--- src/rtl/ppw_pkg.sv ---
// Shared constants and types for the packed pixel writer.
package ppw_pkg;
    localparam int PIX_W  = 12;
    localparam int WORD_W = 16;
    typedef logic [PIX_W-1:0]  pix_t;
    typedef logic [WORD_W-1:0] word_t;
    typedef enum logic [1:0] {PH0, PH1, PH2, PH3} phase_t;
endpackage

--- src/rtl/ppw_cfg_regs.sv ---
// Base address table plus line stride.
// Assumes: cfg_sel values 0..NUM_FRAMES-1 hit a base, NUM_FRAMES the stride.
module ppw_cfg_regs #(
    parameter int AW         = 20,
    parameter int NUM_FRAMES = 9,
    parameter int SEL_W      = 4
) (
    input  logic             clk,
    input  logic             rst_n,
    input  logic             cfg_we,
    input  logic [SEL_W-1:0] cfg_sel,
    input  logic [AW-1:0]    cfg_data,
    input  logic [SEL_W-1:0] frame_sel,
    output logic [AW-1:0]    sel_base,
    output logic [AW-1:0]    stride
);
    logic [AW-1:0] base_vec [NUM_FRAMES];

    for (genvar g = 0; g < NUM_FRAMES; g++) begin : g_base
        logic [AW-1:0] q;
        // one base register per frame buffer
        always_ff @(posedge clk) begin
            if (!rst_n)
                q <= '0;
            else if (cfg_we && cfg_sel == SEL_W'(g))
                q <= cfg_data;
        end
        assign base_vec[g] = q;
    end

    // stride register, loaded at the select value just past the bases
    always_ff @(posedge clk) begin
        if (!rst_n)
            stride <= '0;
        else if (cfg_we && cfg_sel == SEL_W'(NUM_FRAMES))
            stride <= cfg_data;
    end

    // frame select lookup, out-of-range falls back to buffer 0
    always_comb begin
        sel_base = base_vec[0];
        for (int i = 1; i < NUM_FRAMES; i++)
            if (frame_sel == SEL_W'(i))
                sel_base = base_vec[i];
    end

    p_cfg_ignore_r8: assert property (@(posedge clk) disable iff (!rst_n)
        (cfg_we && cfg_sel > SEL_W'(NUM_FRAMES)) |=> ($stable(stride) && $stable(base_vec[0])));
endmodule

--- src/rtl/ppw_packer.sv ---
// Four-into-three pixel packer with end-of-line flush.
// Assumes: each line ends with an eol pixel; line_start forces phase 0.
module ppw_packer
    import ppw_pkg::*;
(
    input  logic  clk,
    input  logic  rst_n,
    input  logic  accept,
    input  logic  line_start,
    input  logic  eol,
    input  pix_t  pixel,
    input  logic  can_load,
    output logic  emit,
    output word_t emit_data,
    output logic  pend,
    output word_t flush_data
);
    phase_t phase_q, ph, nphase;
    pix_t   resid_q, nresid;
    logic   pend_set;

    // next phase, residue and word for the accepted pixel
    always_comb begin
        ph        = line_start ? PH0 : phase_q;
        emit      = 1'b1;
        emit_data = '0;
        nresid    = '0;
        nphase    = PH0;
        pend_set  = 1'b0;
        unique case (ph)
            PH0: begin
                emit      = eol;
                emit_data = {4'b0, pixel};
                nresid    = pixel;
                nphase    = eol ? PH0 : PH1;
            end
            PH1: begin
                emit_data = {pixel[3:0], resid_q};
                nresid    = {4'b0, pixel[11:4]};
                nphase    = eol ? PH0 : PH2;
                pend_set  = eol;
            end
            PH2: begin
                emit_data = {pixel[7:0], resid_q[7:0]};
                nresid    = {8'b0, pixel[11:8]};
                nphase    = eol ? PH0 : PH3;
                pend_set  = eol;
            end
            PH3: begin
                emit_data = {pixel, resid_q[3:0]};
                nphase    = PH0;
            end
        endcase
    end

    assign flush_data = {4'b0, resid_q};

    // packing state update and flush bookkeeping
    always_ff @(posedge clk) begin
        if (!rst_n) begin
            phase_q <= PH0;
            resid_q <= '0;
            pend    <= 1'b0;
        end else if (accept) begin
            phase_q <= nphase;
            resid_q <= nresid;
            pend    <= pend_set;
        end else if (pend && can_load) begin
            pend    <= 1'b0;
        end
    end

    p_pend_clears_r3: assert property (@(posedge clk) disable iff (!rst_n)
        (pend && can_load) |=> !pend);
    p_eol_phase_r3: assert property (@(posedge clk) disable iff (!rst_n)
        (accept && eol) |=> (phase_q == PH0));
endmodule

--- src/rtl/ppw_addr_gen.sv ---
// Line base and word index tracking for frame/line addressing.
// Assumes: stride and bases stay constant while a frame is in flight.
module ppw_addr_gen #(
    parameter int AW = 20
) (
    input  logic          clk,
    input  logic          rst_n,
    input  logic          accept,
    input  logic          sof,
    input  logic          line_start,
    input  logic [AW-1:0] sel_base,
    input  logic [AW-1:0] stride,
    input  logic          load,
    output logic [AW-1:0] ld_addr
);
    logic [AW-1:0] line_base, word_idx, cur_base, cur_idx;
    logic          restart;

    // choose the line base and index that apply to this cycle
    always_comb begin
        restart  = accept && line_start;
        cur_base = line_base;
        if (accept && sof)
            cur_base = sel_base;
        else if (restart)
            cur_base = line_base + stride;
        cur_idx  = restart ? '0 : word_idx;
        ld_addr  = cur_base + cur_idx;
    end

    // advance base at line starts and index on every loaded word
    always_ff @(posedge clk) begin
        if (!rst_n) begin
            line_base <= '0;
            word_idx  <= '0;
        end else begin
            line_base <= cur_base;
            word_idx  <= cur_idx + AW'(load);
        end
    end

    p_addr_seq_r5: assert property (@(posedge clk) disable iff (!rst_n)
        ($past(load) && load && !restart) |-> (ld_addr == $past(ld_addr) + AW'(1)));
endmodule

--- src/rtl/ppw_out_stage.sv ---
// Single-entry word output register plus per-frame word counter.
// Assumes: load is only raised when can_load is high.
module ppw_out_stage
    import ppw_pkg::*;
#(
    parameter int AW = 20
) (
    input  logic          clk,
    input  logic          rst_n,
    input  logic          load,
    input  logic [AW-1:0] ld_addr,
    input  word_t         ld_data,
    input  logic          sof_acc,
    input  logic          wr_ready,
    output logic          wr_valid,
    output logic [AW-1:0] wr_addr,
    output word_t         wr_data,
    output logic          can_load,
    output logic [AW-1:0] frame_words
);
    assign can_load = !wr_valid || wr_ready;

    // hold a word until the memory side takes it
    always_ff @(posedge clk) begin
        if (!rst_n) begin
            wr_valid <= 1'b0;
            wr_addr  <= '0;
            wr_data  <= '0;
        end else if (load) begin
            wr_valid <= 1'b1;
            wr_addr  <= ld_addr;
            wr_data  <= ld_data;
        end else if (wr_ready) begin
            wr_valid <= 1'b0;
        end
    end

    // count handshakes since the last frame start
    always_ff @(posedge clk) begin
        if (!rst_n)
            frame_words <= '0;
        else if (sof_acc)
            frame_words <= '0;
        else if (wr_valid && wr_ready)
            frame_words <= frame_words + AW'(1);
    end

    p_hold_r6: assert property (@(posedge clk) disable iff (!rst_n)
        (wr_valid && !wr_ready) |=> (wr_valid && $stable(wr_addr) && $stable(wr_data)));
    p_reset_idle_r1: assert property (@(posedge clk)
        !rst_n |=> (!wr_valid && frame_words == '0));
    p_count_clear_r9: assert property (@(posedge clk) disable iff (!rst_n)
        sof_acc |=> (frame_words == '0));
endmodule

--- src/rtl/pix_pack_writer.sv ---
// Top: packs 12-bit pixels into 16-bit words and addresses them by
// frame base and line stride. Assumes well-formed lines (sol..eol).
module pix_pack_writer
    import ppw_pkg::*;
#(
    parameter int AW         = 20,
    parameter int NUM_FRAMES = 9,
    parameter int SEL_W      = $clog2(NUM_FRAMES + 1)
) (
    input  logic             clk,
    input  logic             rst_n,
    input  logic             cfg_we,
    input  logic [SEL_W-1:0] cfg_sel,
    input  logic [AW-1:0]    cfg_data,
    input  logic [SEL_W-1:0] frame_sel,
    input  logic             in_valid,
    output logic             in_ready,
    input  logic [11:0]      in_pixel,
    input  logic             in_sof,
    input  logic             in_sol,
    input  logic             in_eol,
    output logic             wr_valid,
    input  logic             wr_ready,
    output logic [AW-1:0]    wr_addr,
    output logic [15:0]      wr_data,
    output logic [AW-1:0]    frame_words
);
    logic [AW-1:0] sel_base, stride, ld_addr;
    logic          accept, line_start, emit, pend, can_load, load, flush_fire;
    word_t         emit_data, flush_data, ld_data;

    // input handshake and load selection
    always_comb begin
        in_ready   = can_load && !pend;
        accept     = in_valid && in_ready;
        line_start = in_sof || in_sol;
        flush_fire = pend && can_load;
        load       = (accept && emit) || flush_fire;
        ld_data    = pend ? flush_data : emit_data;
    end

    ppw_cfg_regs #(.AW(AW), .NUM_FRAMES(NUM_FRAMES), .SEL_W(SEL_W)) u_cfg (
        .clk(clk), .rst_n(rst_n), .cfg_we(cfg_we), .cfg_sel(cfg_sel),
        .cfg_data(cfg_data), .frame_sel(frame_sel),
        .sel_base(sel_base), .stride(stride)
    );

    ppw_packer u_pack (
        .clk(clk), .rst_n(rst_n), .accept(accept), .line_start(line_start),
        .eol(in_eol), .pixel(in_pixel), .can_load(can_load), .emit(emit),
        .emit_data(emit_data), .pend(pend), .flush_data(flush_data)
    );

    ppw_addr_gen #(.AW(AW)) u_addr (
        .clk(clk), .rst_n(rst_n), .accept(accept), .sof(in_sof),
        .line_start(line_start), .sel_base(sel_base), .stride(stride),
        .load(load), .ld_addr(ld_addr)
    );

    ppw_out_stage #(.AW(AW)) u_out (
        .clk(clk), .rst_n(rst_n), .load(load), .ld_addr(ld_addr),
        .ld_data(ld_data), .sof_acc(accept && in_sof), .wr_ready(wr_ready),
        .wr_valid(wr_valid), .wr_addr(wr_addr), .wr_data(wr_data),
        .can_load(can_load), .frame_words(frame_words)
    );

    p_ready_gap_r7: assert property (@(posedge clk) disable iff (!rst_n)
        (wr_valid && !wr_ready) |-> !in_ready);
    p_flush_pad_r3: assert property (@(posedge clk) disable iff (!rst_n)
        $past(flush_fire) |-> (wr_data[15:12] == 4'b0));
endmodule

--- config.mk ---
export PLATFORM = sky130hd
export DESIGN_NAME = pix_pack_writer
export DESIGN_NICKNAME = d
export VERILOG_FILES = /design/src/rtl/ppw_pkg.sv /design/src/rtl/ppw_cfg_regs.sv /design/src/rtl/ppw_packer.sv /design/src/rtl/ppw_addr_gen.sv /design/src/rtl/ppw_out_stage.sv /design/src/rtl/pix_pack_writer.sv
export SDC_FILE = /design/constraint.sdc
export NUM_CORES = 1
export LEC_CHECK = 0
export BUFFER_PORTS_ARGS = -buffer_cell sky130_fd_sc_hd__buf_2
export CAP_MARGIN = 10
export CORE_UTILIZATION = 45
export DETAILED_ROUTE_END_ITERATION = 8
export PLACE_DENSITY = 0.73
export SYNTH_ARGS = -nofsm -noshare
export SYNTH_HDL_FRONTEND = slang
export SYNTH_HIERARCHICAL = 1
export SYNTH_SLANG_ARGS = --single-unit
--- constraint.sdc ---
create_clock -name clk -period 14.1 [get_ports clk]
set_clock_uncertainty 0.15 [all_clocks]
set_input_delay 2.82 -clock clk [delete_from_list [all_inputs] [get_ports clk]]
set_output_delay 2.82 -clock clk [all_outputs]
set_load 0.05 [all_outputs]
* Word level (Yosys, flattened, before mapping) *
Cells that the tools add are included.

storage, ports and cells
  word-level logic and storage cells = 97
  register bits = 312
  input port bits = 48

operators by class
  reduce and logical (&&, ||, !) cells = 28
  mux-type cells = 25
  bitwise gates (word level) = 1
  equality and inequality tests = 20
  add/subtract/negate cells = 4

operators by type and width
  kind                   number
  $mux 20                11
  $pmux 16 s4            1
  $add 20x20->20         2
  $pmux 12 s3            1
  $eq 4x3->1 const B     8
  $add 20x1->20          1
  $add 20x1->20 const B  1
  $logic_and 1x1->1      17
  $eq 4x2->1 const B     4
  $mux 16                1
  $eq 4x4->1 const B     3
  $eq 4x1->1 const B     2
  $pmux 2 s4             1
  $mux 1                 7
  $mux 2                 3
  $eq 2x2->1 const B     2
  $logic_not 4->1        1
  $reduce_bool 2->1      2
  $reduce_or 2->1        2
  $logic_or 1x1->1       3
  $eq 2x1->1 const B     1
  $logic_not 1->1        2
  $logic_not 2->1        1
  $not 1->1              1

* Longest topological paths before layout *
Gate-level depths: netlist of run 1.

  depth in word-level cells = 11
  mapped depth = 23
  mapped depth without buffers = 23

* Cells and area by module *
Netlist of run 1, hierarchy kept.

modules (own cells, without submodules)
  module           area each (um2)  instances  cells each
  ppw_cfg_regs     10048.4          1          1283
  ppw_addr_gen     3613.5           1          455
  ppw_out_stage    2326.0           1          227
  ppw_packer       1072.3           1          140
  pix_pack_writer  284.0            1          24

* Worst setup path after synthesis of run 1 *
No wires, ideal clock.

  path kind = input to register
  start = in wr_ready
  end = reg u_out.wr_addr[19]
  path buffers = 2
  arrival = 6.457 ns
  setup slack = 7.376 ns
  stages = 19
  cell sequence = nand2b_1 and3b_2 nand2_1 clkbuf_1 clkbuf_1 a21oi_1 o21ai_0 ha_1 a21oi_1 o21ai_0 a21oi_1 a211oi_1 a221o_1 and4_1 a2111oi_4 a21oi_1 xnor2_1 mux2i_1 nor2b_1

between the ends
  word-level cells in the longest chain between the ends = 7
  elaborated cells between the ends (all ways) = 12
  those cells by class = add/sub: 1; mux: 3; reduce/logical: 8

ends and longest elaborated chain
  what                          RTL line               RTL
  start: declaration            pix_pack_writer.sv:23  input logic wr_ready,
  $logic_or 1x1->1 *            ppw_out_stage.sv:21    assign can_load = !wr_valid || wr_ready;
  $logic_and 1x1->1 *           pix_pack_writer.sv:34  in_ready = can_load && !pend;
  $logic_and 1x1->1 *           pix_pack_writer.sv:35  accept = in_valid && in_ready;
  named net accept              pix_pack_writer.sv:29  logic accept, line_start, emit, pend, can_load, load, flush_fire;
  $logic_and 1x1->1             ppw_addr_gen.sv:21     restart = accept && line_start;
  $mux 20                       ppw_addr_gen.sv:25     else if (restart)
  $mux 20 *                     ppw_addr_gen.sv:23     if (accept && sof)
  named net u_addr.cur_base[1]  ppw_addr_gen.sv:16     logic [AW-1:0] line_base, word_idx, cur_base, cur_idx;
  $add 20x20->20 *              ppw_addr_gen.sv:28     ld_addr = cur_base + cur_idx;
  named net ld_addr[19]         pix_pack_writer.sv:28  logic [AW-1:0] sel_base, stride, ld_addr;
  end signal: assignment        ppw_out_stage.sv:31    wr_addr <= ld_addr;
  end: declaration              ppw_out_stage.sv:16    output logic [AW-1:0] wr_addr,

Mark *: on every way through the listed nets, which the timed path passes. The rest lies on a longest branch.
A chain may end at the register's enable or synchronous reset.

* Worst setup path in the final report of run 1 *
  start = in frame_sel[3]
  end = reg u_out.wr_addr[19]

between the ends
  word-level cells in the longest chain between the ends = 11
  elaborated cells between the ends (all ways) = 18
  those cells by class = add/sub: 1; eq/ne: 8; mux: 9

ends and longest elaborated chain
  what                          RTL line               RTL
  start: declaration            pix_pack_writer.sv:15  input logic [SEL_W-1:0] frame_sel,
  $eq 4x1->1                    ppw_cfg_regs.sv:43     if (frame_sel == SEL_W'(i))
  $mux 20 (7 in a row)          ppw_cfg_regs.sv:43
  $mux 20 *                     ppw_cfg_regs.sv:43
  named net sel_base[1]         pix_pack_writer.sv:28
  $mux 20 *                     ppw_addr_gen.sv:23
  named net u_addr.cur_base[1]  ppw_addr_gen.sv:16
  $add 20x20->20 *              ppw_addr_gen.sv:28
  named net ld_addr[19]         pix_pack_writer.sv:28

Marked as above.

==> results of run 1 <==
==> metrics by stage <==
stage | power [mW] | area, um2
final | 2.09 | 19000
after global routing | 2.16 | 19000
after CTS | 2.10 | 19000
after detailed placement | 1.15 | 17800
after global placement | 1.15 | 17800
after floorplan | 1.09 | 17400
==> final cells by class <==
| type | instances | area share (%) |
|---|---|---|
| sequential | 312 | 33.0 |
| clock inverter | 11 | 0.891 |
| multi-input combinational | 1619 | 53.5 |
| inverter | 28 | 0.554 |
| timing repair buffer | 121 | 3.44 |
| antenna | 1 | 0.0132 |
| tap | 511 | 3.37 |
| clock buffer | 48 | 5.31 |
==> cells in the mapped netlist, drive strengths merged, types with 4 or more instances <==
cell | count | area (um2)
a221o | 6 | 60.1
nand2 | 481 | 1810
inv | 28 | 105
clkbuf | 84 | 320
nor2b | 58 | 363
buf | 89 | 567
o21ba | 12 | 120
a21boi | 218 | 1640
o311ai | 14 | 123
a21oi | 85 | 425
ha | 44 | 551
or3 | 7 | 45.1
nor4 | 6 | 37.5
nor2 | 73 | 284
mux2i | 39 | 390
xor2 | 22 | 193
and2 | 60 | 378
dfxtp | 312 | 6250
or2 | 9 | 56.3
o21a | 10 | 75.1
o211ai | 5 | 37.5
o31ai | 8 | 65.1
o21ai | 89 | 445
nand3 | 36 | 198
a222oi | 8 | 80.1
nand2b | 35 | 219
o21bai | 4 | 33.8
xnor2 | 39 | 342
a21o | 22 | 165
and4 | 4 | 35.0
a22o | 11 | 96.3
nand4 | 6 | 67.6
nor3 | 17 | 96.4
or4 | 5 | 45.0
a31oi | 21 | 131
nand3b | 30 | 250
a211oi | 7 | 52.6
and3 | 11 | 73.8
nor3b | 33 | 269
a22oi | 28 | 220
mux2 | 22 | 300
==> worst paths after layout <==
kind	depth (start not counted)	from	to	slack, ns
worst max-delay path	20	frame_sel[3]	u_out/wr_addr[19]$_SDFFE_PN0P_	6.26
worst min-delay path	2	u_cfg/g_base[3].q[7]$_SDFFE_PN0P_	u_cfg/g_base[3].q[7]$_SDFFE_PN0P_	0.30
worst max register to register	17	u_pack/pend$_SDFFE_PN0P_	u_out/wr_addr[19]$_SDFFE_PN0P_	8.79
worst min register to register	2	u_cfg/g_base[3].q[7]$_SDFFE_PN0P_	u_cfg/g_base[3].q[7]$_SDFFE_PN0P_	0.30
==> report_power, final <==
group	internal [mW]	switching (mW)
Sequential	0.900	0.0114
Combinational	0.0793	0.147
Clock	0.574	0.376
Total	1.55	0.534
==> sequential cells by signal, indices dropped and copies added, names as in the netlist <==
register / cells
u_out/frame_words: 20
u_pack/phase_q: 2
u_addr/word_idx: 20
u_addr/line_base: 20
u_cfg/stride: 20
u_out/wr_data: 16
u_pack/pend: 1
u_out/wr_addr: 20
u_cfg/g_base.q: 180
u_pack/resid_q: 12
u_out/wr_valid: 1
==> placed cells by master, fill, tap and decap left out, types with 16 or more instances in the layout <==
cell type                     n
sky130_fd_sc_hd__a21boi_0   139
sky130_fd_sc_hd__nand2_1    481
sky130_fd_sc_hd__nand3b_1    28
sky130_fd_sc_hd__a22oi_1     26
sky130_fd_sc_hd__buf_2      104
sky130_fd_sc_hd__nor2_1      71
sky130_fd_sc_hd__a21boi_1    79
sky130_fd_sc_hd__xnor2_1     39
sky130_fd_sc_hd__a31oi_1     21
sky130_fd_sc_hd__nor3b_1     30
sky130_fd_sc_hd__o21ai_0     64
sky130_fd_sc_hd__inv_1       28
sky130_fd_sc_hd__nor2b_1     57
sky130_fd_sc_hd__nand3_1     34
sky130_fd_sc_hd__a21o_1      22
sky130_fd_sc_hd__clkbuf_16   37
sky130_fd_sc_hd__o21ai_1     25
sky130_fd_sc_hd__dfxtp_1    312
sky130_fd_sc_hd__a21oi_1     85
sky130_fd_sc_hd__and2_1      57
sky130_fd_sc_hd__xor2_1      22
sky130_fd_sc_hd__mux2i_1     39
sky130_fd_sc_hd__buf_4       16
sky130_fd_sc_hd__nand2b_1    35
sky130_fd_sc_hd__ha_1        44
==> per-layer routing <==
metal | routed length [um] | vias to the layer above
met2 | 21700 | 509
met3 | 3090 | 71
met4 | 990 | 0
met5 | 0 | -
met1 | 21000 | 7187
li1 | - | 7280
==> logic make-up (layout without fill, tap and decap cells) <==
| family | after synthesis | in the layout | share of synthesized area (%) |
|---|---|---|---|
| and+or+nand+nor | 882 | 882 | 25.1 |
| AOI/OAI and AO/OA | 565 | 565 | 22.7 |
| DFF | 312 | 312 | 36.0 |
| buffers and inverters | 201 | 208 | 5.72 |
| xor gates and xnor gates | 61 | 61 | 3.08 |
| muxes | 61 | 61 | 3.98 |
| adders and majority gates | 46 | 46 | 3.41 |
| other | 1 | 5 | 0.0216 |
==> worst register-to-register path: cells and delay by family, from the launching register on <==
kind	cells	cell delay, ns
XOR/XNOR	1	0.14
AO/OA/AOI/OAI	9	2.16
AND/OR/NAND/NOR	4	0.88
multiplexers	1	0.14
adder cells (fa/ha/maj)	1	0.31
buffers and inverters	1	0.41
flip-flops	1	1.01
==> qor.txt, run 1 <==
WORST HOLD PATH
--------------------------------------------------------------------------------------------------
Worst min path class ................................................................      reg2reg

SYNTHESIS
--------------------------------------------------------------------------------------------------
Post-synth EDFFs ....................................................................            0
Part of the Yosys area used for sequential elements .................................        36.0%
Summed instance area of the synthesized netlist .....................................    17300 um2
Total number of yosys warnings ......................................................            6
Most used DFF post-synth ............................................................ sky130_fd_sc_hd__dfxtp_1
Mapped Cells ........................................................................         2129
Count of cell types in the netlist ..................................................           92
Post-synthesis area per instance ....................................................     8.15 um2
Post-synthesis sequential element count .............................................          312
Async S/R FF share, synth ...........................................................           0%

CLOCK TREE
--------------------------------------------------------------------------------------------------
Level count of the clock H-tree .....................................................            2
Cts repair resizes ..................................................................            0
Clock transition time at the flip-flop clock pins of the worst setup and hold paths .      0.06 ns
Buffer depth of the longest clock path ..............................................            3
Number of clock buffers inserted by TritonCTS .......................................           36
Number of hold buffers added after cts ..............................................            0
Worst skew pair latency .............................................................      0.53 ns
Sink Count ..........................................................................          312
Clock tree from TritonCTS ...........................................................          yes
Post-CTS setup repair buffer count ..................................................            0
Clock tree root buffer cell ......................................................... sky130_fd_sc_hd__clkbuf_16

PLACEMENT
--------------------------------------------------------------------------------------------------
Pre-CTS WS ..........................................................................      5.88 ns
HPWL after detailed placement .......................................................     31000 um
Routability cong. ...................................................................        0.881
I/O Buffers .........................................................................          105
Total placed cells including tap cells ..............................................         2591

STA
--------------------------------------------------------------------------------------------------
Count of final setup violators ......................................................            0
Crit path setup slack, layout .......................................................      6.26 ns
Worst max-slew margin expressed relative to the limit ...............................        28.6%
Period Utilization, post-route ......................................................        55.6%
Max-slew violations .................................................................            0
Setup total negative slack ..........................................................         0 ns
RSZ-0062 raised after global routing ................................................        false
Final critical-path required period .................................................      7.84 ns
Endpoints failing hold ..............................................................            0
Top achievable clock speed ..........................................................      128 MHz
Minimum hold slack ..................................................................     0.302 ns
Slew at the pin closest to its max-slew limit .......................................      1.07 ns

CRITICAL PATH
--------------------------------------------------------------------------------------------------
Most common cell type on the critical path .......................................... sky130_fd_sc_hd__a21oi_1
Worst path slowest cell ............................................................. sky130_fd_sc_hd__and2_1
Largest fanout on the critical path .................................................           48
Arrival @ worst endpoint ............................................................      8.11 ns
Critical path launch point type .....................................................    input pin
Largest incremental delay on the critical path ......................................      0.82 ns
Largest delay contributor family on the critical path ............................... compound AO/OA/AOI/OAI gates
Req. time, crit path ................................................................     14.37 ns
Sequence of cells on the critical path .............................................. buf_2 > buf_4 > nor2b_1 > and2_1 > a22oi_1 > o31ai_1 > nand2_1 > o21ai_0 > ha_1 > a21oi_1 > o21ai_0 > a21oi_1 > a211oi_1 > a221o_1 > and4_1 > a2111oi_4 > a21oi_1 > xnor2_1 > mux2i_1 > nor2b_1
Critical Path Sink Type .............................................................     register
Sum of buffers and inverters on the critical path ...................................            2
Category of the critical setup timing path ..........................................       in2reg

GLOBAL ROUTE
--------------------------------------------------------------------------------------------------
First-pass GRT wire length ..........................................................     75100 um
Peak-usage layer in the global routing report .......................................         met2
Pin count of the biggest net entering global routing ................................          121
M3 GR Usage .........................................................................        3.93%
Overall overflow remaining after global route .......................................            0
Overall track demand over capacity in global routing ................................        23.7%
Antenna violations before repair ....................................................            2
Met2 Use GR .........................................................................        39.0%
Via count of the first global-routing pass ..........................................        14300
GRT met1 Usage ......................................................................        31.5%

ROUTING
--------------------------------------------------------------------------------------------------
Post-route ant nets .................................................................            0
Number of DRC markers after the initial detailed-route iteration ....................         1225
Final routed wire length divided by cell count ......................................      17.6 um
First drt pass iteration count ......................................................            5
DR vias .............................................................................        15000
Final wirelength ....................................................................     46700 um
Vias/cell ...........................................................................         5.68
# DRC ...............................................................................            0

FINISH
--------------------------------------------------------------------------------------------------
Layout cell share with drive strength beyond 1 ......................................        11.5%
Area occupied by multi-input gates ..................................................    10100 um2
Layout fillers ......................................................................         3561
Layout overhead on the synthesized area .............................................        9.29%
Non-filler cells in the finished layout .............................................         2651
Final Util ..........................................................................        50.2%
Sequential Area .....................................................................     6250 um2
Final nets ..........................................................................         2212

FLOORPLANNING
--------------------------------------------------------------------------------------------------
Placeable Area ......................................................................    37800 um2
Overall die area ....................................................................    39300 um2
Initial core utilization ............................................................        45.9%
Width of the die ....................................................................       198 um
Vertical extent of the die ..........................................................       198 um
Total I/O pin count .................................................................          106
Row count ...........................................................................           71

OUTCOME
--------------------------------------------------------------------------------------------------
Run status ..........................................................................    completed

PWR
--------------------------------------------------------------------------------------------------
Leakage component of the power ......................................................      7.04 nW
Pwr/cell area .......................................................................   110 nW/um2
Maximum vdd ir drop .................................................................      85.5 uV

FLOW RUN
--------------------------------------------------------------------------------------------------
Count of max-cap constraint violations ..............................................            0

(Power assumes the default switching activity.)
==> run 2, diff against run 1 <==
==> constraint.sdc (replaced) <==
create_clock -name clk -period 7.9 [get_ports clk]
set_clock_uncertainty 0.15 [all_clocks]
set_input_delay 1.58 -clock clk [delete_from_list [all_inputs] [get_ports clk]]
set_output_delay 1.58 -clock clk [all_outputs]
set_load 0.05 [all_outputs]
==> run 2 against run 1 <==
Effect of this change: critical path depth is 1 lower; wire length is 2.5% higher; sequential power is 79% higher; clock power is 77% higher; sequential share of layout area hardly changed; flip-flop and latch count stayed put; global-route usage is 0.31 points higher; largest cell class unchanged; clock-buffer cell count is 4 higher.
==> qor.txt, run 2 (synthesized netlist as in run 1, its figures left out) <==
CRITICAL PATH
--------------------------------------------------------------------------------------------------
Largest incremental delay on the critical path ......................................      0.81 ns   about the same
Worst path slowest cell ............................................................. sky130_fd_sc_hd__nor3b_2
Arrival @ worst endpoint ............................................................      6.48 ns   -1.63 ns
Category of the critical setup timing path ..........................................       in2reg
Largest fanout on the critical path .................................................           32   -33%
Worst Reg-to-Reg Cells ..............................................................           18   +1
Source of the worst register-to-register timing path ................................ u_pack/pend$_SDFFE_PN0P_
Critical path launch point type .....................................................    input pin
Req. time, crit path ................................................................      8.20 ns   -6.17 ns
Critical Path Sink Type .............................................................     register
Reg-to-reg endpoint ................................................................. u_out/wr_addr[19]$_SDFFE_PN0P_
Most common cell type on the critical path .......................................... sky130_fd_sc_hd__a21oi_1
Sequence of cells on the critical path .............................................. buf_2 > nand2b_1 > nor3b_2 > a22oi_1 > nand3_1 > nor2_1 > a31oi_1 > ha_1 > a21oi_1 > o21ai_0 > a21oi_1 > a211oi_1 > a221o_1 > and4_1 > a2111oi_4 > a21oi_1 > xnor2_1 > mux2i_1 > nor2b_1
Internal reg-to-reg setup slack .....................................................      2.29 ns   -6.50 ns

CLOCK TREE
--------------------------------------------------------------------------------------------------
Number of clock buffers inserted by TritonCTS .......................................           35   -2.8%
Post-CTS setup repair buffer count ..................................................            0   unchanged
Cts repair resizes ..................................................................            0   unchanged
Number of hold buffers added after cts ..............................................            0   unchanged
Level count of the clock H-tree .....................................................            2   unchanged
Clock tree root buffer cell ......................................................... sky130_fd_sc_hd__clkbuf_16
Clock transition time at the flip-flop clock pins of the worst setup and hold paths .      0.06 ns   about the same
Worst skew pair latency .............................................................      0.53 ns   about the same
Sink Count ..........................................................................          312   unchanged
Buffer depth of the longest clock path ..............................................            3   unchanged
Clock tree from TritonCTS ...........................................................          yes

OUTCOME
--------------------------------------------------------------------------------------------------
Run status ..........................................................................    completed

ROUTING
--------------------------------------------------------------------------------------------------
Number of DRC markers after the initial detailed-route iteration ....................         1237   +0.98%
DR vias .............................................................................        15100   +0.31%
Final wirelength ....................................................................     47900 um   +2.5%
Vias/cell ...........................................................................         5.69   +0.20%
First drt pass iteration count ......................................................            7   +2
Post-route ant nets .................................................................            0   unchanged
# DRC ...............................................................................            0   unchanged
Final routed wire length divided by cell count ......................................      18.0 um   +2.3%

FLOORPLANNING
--------------------------------------------------------------------------------------------------
Row count ...........................................................................           71   unchanged
Placeable Area ......................................................................    37800 um2   unchanged
Total I/O pin count .................................................................          106   unchanged
Width of the die ....................................................................       198 um   unchanged
Overall die area ....................................................................    39300 um2   unchanged
Initial core utilization ............................................................        45.9%   unchanged
Vertical extent of the die ..........................................................       198 um   unchanged

PWR
--------------------------------------------------------------------------------------------------
Fraction of power consumed by the clock network .....................................        45.2%   -0.3 points
Maximum vdd ir drop .................................................................       143 uV   +68%
Switching share of power ............................................................        25.2%   -0.38 points
Net switching power figure ..........................................................     0.935 mW   +75%
Logic pwr share .....................................................................        10.9%   about the same
Power share of the sequential group .................................................        43.9%   +0.2 points
Cell internal power dissipation .....................................................      2.78 mW   +79%
Pwr/cell area .......................................................................   195 nW/um2   +77%
Total Power .........................................................................      3.71 mW   +78%
Leakage component of the power ......................................................      7.06 nW   +0.35%

STA
--------------------------------------------------------------------------------------------------
Max-slew violations .................................................................            0   unchanged
Top achievable clock speed ..........................................................      162 MHz
Endpoints failing hold ..............................................................            0   unchanged
RSZ-0062 raised after global routing ................................................        false
Final critical-path required period .................................................      6.17 ns
Period Utilization, post-route ......................................................        78.2%
Slew at the pin closest to its max-slew limit .......................................      1.18 ns   +0.109 ns
Setup total negative slack ..........................................................         0 ns   unchanged
Count of final setup violators ......................................................            0   unchanged
Worst max-slew margin expressed relative to the limit ...............................        21.3%   -7.3 points
Crit path setup slack, layout .......................................................      1.73 ns   -4.53 ns

WORST HOLD PATH
--------------------------------------------------------------------------------------------------
Worst min path class ................................................................      reg2reg
Launch point of the worst hold path ................................................. u_cfg/g_base[6].q[19]$_SDFFE_PN0P_
Hold Path End ....................................................................... u_cfg/g_base[6].q[19]$_SDFFE_PN0P_
Number of stages on the worst hold path .............................................            2   unchanged

GLOBAL ROUTE
--------------------------------------------------------------------------------------------------
Overall track demand over capacity in global routing ................................        24.0%   +0.31 points
M3 GR Usage .........................................................................        3.59%   -0.34 points
Pin count of the biggest net entering global routing ................................          106   -12%
Peak-usage layer in the global routing report .......................................         met2
Via count of the first global-routing pass ..........................................        14100   -1.3%
GRT met1 Usage ......................................................................        32.4%   +0.89 points
Overall overflow remaining after global route .......................................            0   unchanged
First-pass GRT wire length ..........................................................     75800 um   +0.91%
Antenna violations before repair ....................................................            0   -2
Met2 Use GR .........................................................................        40.1%   +1.1 points

FINISH
--------------------------------------------------------------------------------------------------
Layout overhead on the synthesized area .............................................        9.46%
Final nets ..........................................................................         2213   +0.045%
Leading cell type in the layout, fill and taps excluded ............................. sky130_fd_sc_hd__nand2_1
Antenna diode count .................................................................            0   -1
Commonest non-fill, non-tap cells in the layout ..................................... 481 x sky130_fd_sc_hd__nand2_1, 312 x sky130_fd_sc_hd__dfxtp_1, 139 x sky130_fd_sc_hd__a21boi_0
Final Util ..........................................................................        50.3%   +0.076 points
Layout cell share with drive strength beyond 1 ......................................        11.7%   +0.17 points
Layout fillers ......................................................................         3562   +0.028%
Register bank with the most flops ................................................... u_cfg/g_base.q
Number of flip-flops under the largest register name ................................          180   unchanged

PLACEMENT
--------------------------------------------------------------------------------------------------
I/O Buffers .........................................................................          105   unchanged
Pre-CTS WS ..........................................................................      1.30 ns   -4.57 ns
Routability cong. ...................................................................        0.915   +3.8%
HPWL after detailed placement .......................................................     32400 um   +4.5%

FLOW RUN
--------------------------------------------------------------------------------------------------
Count of max-cap constraint violations ..............................................            0   unchanged

==> run 2: cell count changes in the layout (fill, tap and decap cells not counted) <==
cell                         previous run  this run
sky130_fd_sc_hd__clkbuf_8               4         9
sky130_fd_sc_hd__inv_6                  3         0
sky130_fd_sc_hd__clkinv_2               3         5
sky130_fd_sc_hd__buf_4                 16        17
sky130_fd_sc_hd__bufinv_16              4         3
sky130_fd_sc_hd__clkinv_4               0         1
sky130_fd_sc_hd__clkinvlp_4             1         0
sky130_fd_sc_hd__diode_2                1         0
==> run 2: how the worst max path moves through the flow <==
stage / from / endpoint / slack, ns / cells after the start
3_3_place_gp: frame_sel[1] / u_out/wr_addr[18]$_SDFFE_PN0P_ / 1.45 / 21
5_1_grt: frame_sel[2] / u_out/wr_addr[19]$_SDFFE_PN0P_ / 1.39 / 19
3_5_place_dp: frame_sel[2] / u_out/wr_addr[19]$_SDFFE_PN0P_ / 1.30 / 19
4_1_cts: frame_sel[2] / u_out/wr_addr[19]$_SDFFE_PN0P_ / 1.83 / 19
2_1_floorplan: wr_ready / u_out/wr_addr[19]$_SDFFE_PN0P_ / 2.42 / 19
6_report: frame_sel[2] / u_out/wr_addr[19]$_SDFFE_PN0P_ / 1.73 / 19
==> run 2: cell type report <==
| class | count | area (um2) | area share [%] |
|---|---|---|---|
| inverter | 28 | 105 | 0.554 |
| timing repair buffer | 123 | 673 | 3.55 |
| multi-input combinational | 1619 | 10100 | 53.4 |
| clock buffer | 52 | 1060 | 5.60 |
| tap | 511 | 639 | 3.37 |
| sequential | 312 | 6250 | 32.9 |
| clock inverter | 9 | 124 | 0.652 |
==> run 2: per-layer routing <==
| metal | up-vias | wire [um] |
|---|---|---|
| li1 | 7274 | - |
| met4 | 0 | 795 |
| met1 | 7274 | 21800 |
| met3 | 56 | 2980 |
| met2 | 490 | 22400 |
| met5 | - | 0 |
==> run 2: through the flow <==
step | hold slack (ns) | std cells | instance area [um2]
3_3_place_gp | 0.287 | 2592 | 17800
4_1_cts | 0.303 | 2653 | 19000
2_1_floorplan | 0.280 | 2132 | 17400
6_report | 0.302 | 2654 | 19000
3_5_place_dp | 0.294 | 2592 | 17800
5_1_grt | 0.323 | 2654 | 19000
==> run 2: power by group through the flow <==
stage,Clock [mW],Combinational [mW],Sequential [mW]
5_1_grt,1.78,0.436,1.63
4_1_cts,1.71,0.398,1.63
3_5_place_dp,0,0.396,1.66
2_1_floorplan,0,0.268,1.69
6_report,1.68,0.404,1.63
3_3_place_gp,0,0.387,1.66
==> run 2: worst max-delay path, delay by kind of cell <==
family                   cells  cell delay [ns]
buffers and inverters        1             0.40
XOR/XNOR                     1             0.16
AO/OA/AOI/OAI                9             2.01
multiplexers                 1             0.10
adder cells (fa/ha/maj)      1             0.24
AND/OR/NAND/NOR              6             1.98
==> run 3, diff against run 2 <==
==> constraint.sdc (replaced) <==
create_clock -name clk -period 5.9 [get_ports clk]
set_clock_uncertainty 0.15 [all_clocks]
set_input_delay 1.18 -clock clk [delete_from_list [all_inputs] [get_ports clk]]
set_output_delay 1.18 -clock clk [all_outputs]
set_load 0.05 [all_outputs]
==> run 3 against run 2 <==
Effect of this change: first-iteration DRC count down 18%; via count up 0.74%; clock power up 30%; power up 32%; register-to-register slack worse by 1.5 ns; wire length down 0.39%; sequential power up 34%; global-route usage down 0.17 points; utilization up 0.40 points; clock-buffer cell count up 1; hold slack worse by 0.0048 ns; design area up 0.80%.
==> qor.txt, run 3 (synthesized netlist as in run 1, its figures left out) <==
ROUTING
--------------------------------------------------------------------------------------------------
Vias/cell ...........................................................................         5.67   -0.31%
DR vias .............................................................................        15200   +0.74%
Final routed wire length divided by cell count ......................................      17.8 um   -1.4%
Post-route ant nets .................................................................            0   unchanged
Final wirelength ....................................................................     47700 um   -0.39%
First drt pass iteration count ......................................................            6   -1
Number of DRC markers after the initial detailed-route iteration ....................         1011   -18%
# DRC ...............................................................................            0   unchanged

CLOCK TREE
--------------------------------------------------------------------------------------------------
Clock transition time at the flip-flop clock pins of the worst setup and hold paths .      0.06 ns   about the same
Post-CTS setup repair buffer count ..................................................            0   unchanged
Number of hold buffers added after cts ..............................................            0   unchanged
Worst skew pair latency .............................................................      0.52 ns   about the same
Clock tree from TritonCTS ...........................................................          yes
Buffer depth of the longest clock path ..............................................            3   unchanged
Cts repair resizes ..................................................................            0   unchanged
Number of clock buffers inserted by TritonCTS .......................................           35   unchanged
Sink Count ..........................................................................          312   unchanged
Clock tree root buffer cell ......................................................... sky130_fd_sc_hd__clkbuf_16
Level count of the clock H-tree .....................................................            2   unchanged

FLOW RUN
--------------------------------------------------------------------------------------------------
Count of max-cap constraint violations ..............................................            0   unchanged

FLOORPLANNING
--------------------------------------------------------------------------------------------------
Overall die area ....................................................................    39300 um2   unchanged
Placeable Area ......................................................................    37800 um2   unchanged
Total I/O pin count .................................................................          106   unchanged
Vertical extent of the die ..........................................................       198 um   unchanged
Row count ...........................................................................           71   unchanged
Width of the die ....................................................................       198 um   unchanged
Initial core utilization ............................................................        45.9%   unchanged

STA
--------------------------------------------------------------------------------------------------
RSZ-0062 raised after global routing ................................................        false
Setup total negative slack ..........................................................         0 ns   unchanged
Final critical-path required period .................................................      5.18 ns
Count of final setup violators ......................................................            0   unchanged
Slew at the pin closest to its max-slew limit .......................................      1.18 ns   +0.00712 ns
Max-slew violations .................................................................            0   unchanged
Worst max-slew margin expressed relative to the limit ...............................        20.8%   -0.48 points
Top achievable clock speed ..........................................................      193 MHz
Endpoints failing hold ..............................................................            0   unchanged
Crit path setup slack, layout .......................................................     0.718 ns   -1.01 ns
Period Utilization, post-route ......................................................        87.8%

WORST HOLD PATH
--------------------------------------------------------------------------------------------------
Worst min path class ................................................................      reg2reg
Launch point of the worst hold path ................................................. u_cfg/g_base[3].q[18]$_SDFFE_PN0P_

FINISH
--------------------------------------------------------------------------------------------------
Layout cell share with drive strength beyond 1 ......................................        12.7%   +0.97 points
Leading cell type in the layout, fill and taps excluded ............................. sky130_fd_sc_hd__nand2_1
Number of flip-flops under the largest register name ................................          180   unchanged
Final nets ..........................................................................         2236   +1.0%
Layout fillers ......................................................................         3546   -0.45%
Commonest non-fill, non-tap cells in the layout ..................................... 481 x sky130_fd_sc_hd__nand2_1, 312 x sky130_fd_sc_hd__dfxtp_1, 139 x sky130_fd_sc_hd__a21boi_0
Layout overhead on the synthesized area .............................................        10.3%
Non-filler cells in the finished layout .............................................         2682   +1.1%
Register bank with the most flops ................................................... u_cfg/g_base.q

GLOBAL ROUTE
--------------------------------------------------------------------------------------------------
Met2 Use GR .........................................................................        40.6%   +0.52 points
Pin count of the biggest net entering global routing ................................           97   -8.5%
Via count of the first global-routing pass ..........................................        14200   +0.81%
GRT met1 Usage ......................................................................        31.3%   -1.1 points
Overall track demand over capacity in global routing ................................        23.9%   -0.17 points
Peak-usage layer in the global routing report .......................................         met2
First-pass GRT wire length ..........................................................     75300 um   -0.69%
Antenna violations before repair ....................................................            1   +1
Overall overflow remaining after global route .......................................            0   unchanged
M3 GR Usage .........................................................................        3.65%   +0.051 points

PWR
--------------------------------------------------------------------------------------------------
Net switching power figure ..........................................................      1.27 mW   +36%
Power share of the sequential group .................................................        44.4%   +0.5 points
Total Power .........................................................................      4.91 mW   +32%
Cell internal power dissipation .....................................................      3.64 mW   +31%
Fraction of power consumed by the clock network .....................................        44.4%   -0.8 points
Pwr/cell area .......................................................................   257 nW/um2   +31%
Logic pwr share .....................................................................        11.2%   +0.3 points
Switching share of power ............................................................        25.8%   +0.60 points
Leakage component of the power ......................................................      7.15 nW   +1.3%
Maximum vdd ir drop .................................................................       229 uV   +60%

PLACEMENT
--------------------------------------------------------------------------------------------------
Total placed cells including tap cells ..............................................         2616   +0.93%
HPWL after detailed placement .......................................................     31900 um   -1.6%
Pre-CTS WS ..........................................................................     0.284 ns   -1.02 ns
Routability cong. ...................................................................        0.907   -0.83%
I/O Buffers .........................................................................          105   unchanged

CRITICAL PATH
--------------------------------------------------------------------------------------------------
Source of the worst register-to-register timing path ................................ u_cfg/stride[0]$_SDFFE_PN0P_
Category of the critical setup timing path ..........................................       in2reg
Internal reg-to-reg setup slack .....................................................      0.78 ns   -1.51 ns
Req. time, crit path ................................................................      6.16 ns   -2.04 ns
Critical path launch point type .....................................................    input pin
Largest fanout on the critical path .................................................           20   -38%
Worst setup startpoint .............................................................. frame_sel[1]
Arrival @ worst endpoint ............................................................      5.44 ns   -1.04 ns
Critical Path Sink Type .............................................................     register

OUTCOME
--------------------------------------------------------------------------------------------------
Run status ..........................................................................    completed

-- run 3: cell types whose count changed in the layout (fill, tap and decap cells not counted), sizes merged --
cell      previous run  this run
diode                0         3
clkinvlp             0         3
bufinv               3         1
buf                122       146
-- run 3: worst max-delay path, cell delays in order --
cell	delay [ns]
sky130_fd_sc_hd__buf_2	0.33
sky130_fd_sc_hd__nor2_1	0.11
sky130_fd_sc_hd__buf_4	0.21
sky130_fd_sc_hd__nand2_1	0.22
sky130_fd_sc_hd__a21oi_1	0.11
sky130_fd_sc_hd__o31ai_1	0.62
sky130_fd_sc_hd__nor2_1	0.12
sky130_fd_sc_hd__a31oi_1	0.24
sky130_fd_sc_hd__ha_1	0.31
sky130_fd_sc_hd__and3_1	0.19
sky130_fd_sc_hd__and4_1	0.22
sky130_fd_sc_hd__and2_0	0.17
sky130_fd_sc_hd__a221o_1	0.37
sky130_fd_sc_hd__and4_1	0.24
sky130_fd_sc_hd__a2111oi_4	0.31
sky130_fd_sc_hd__a21oi_1	0.14
sky130_fd_sc_hd__xnor2_1	0.14
sky130_fd_sc_hd__mux2i_1	0.13
sky130_fd_sc_hd__nor2b_1	0.06
-- run 3: worst paths after layout --
check                                       end  cells past startpoint
max reg2reg      u_out/wr_addr[19]$_SDFFE_PN0P_                     23
max              u_out/wr_addr[19]$_SDFFE_PN0P_                     19
min reg2reg  u_cfg/g_base[3].q[18]$_SDFFE_PN0P_                      2
min          u_cfg/g_base[3].q[18]$_SDFFE_PN0P_                      2
-- run 3: layout make-up --
cell class                      count  area (um2)  share of cell area [%]
Antenna cell                        3        7.51                  0.0392
Timing Repair Buffer              146         840                    4.39
Multi-Input combinational cell   1619       10100                    53.0
Tap cell                          511         639                    3.34
Inverter                           28         105                   0.549
Clock buffer                       53        1070                    5.57
Sequential cell                   312        6250                    32.6
Clock inverter                     10        86.3                   0.451
-- run 3: through the flow --
stage | instance area [um2] | hold WS, ns | util (%)
final | 19100 | 0.297 | 50.7
after detailed placement | 18000 | 0.294 | 47.6
after global routing | 19100 | 0.315 | 50.7
after CTS | 19100 | 0.300 | 50.7
after global placement | 18000 | 0.286 | 47.6
after floorplan | 17400 | 0.280 | -
-- run 3: per-layer routing --
metal,wire (um),part of all wire [%]
met3,2970,6.2
met4,846,1.8
met5,0,0
met2,22600,47
met1,21300,45
-- run 3: power groups by stage --
stage | Clock, mW | Sequential (mW) | Combinational [mW]
global route | 2.31 | 2.18 | 0.593
global placement | 0 | 2.22 | 0.528
floorplan | 0 | 2.26 | 0.359
CTS | 2.22 | 2.18 | 0.544
detailed placement | 0 | 2.22 | 0.541
finish | 2.18 | 2.18 | 0.552
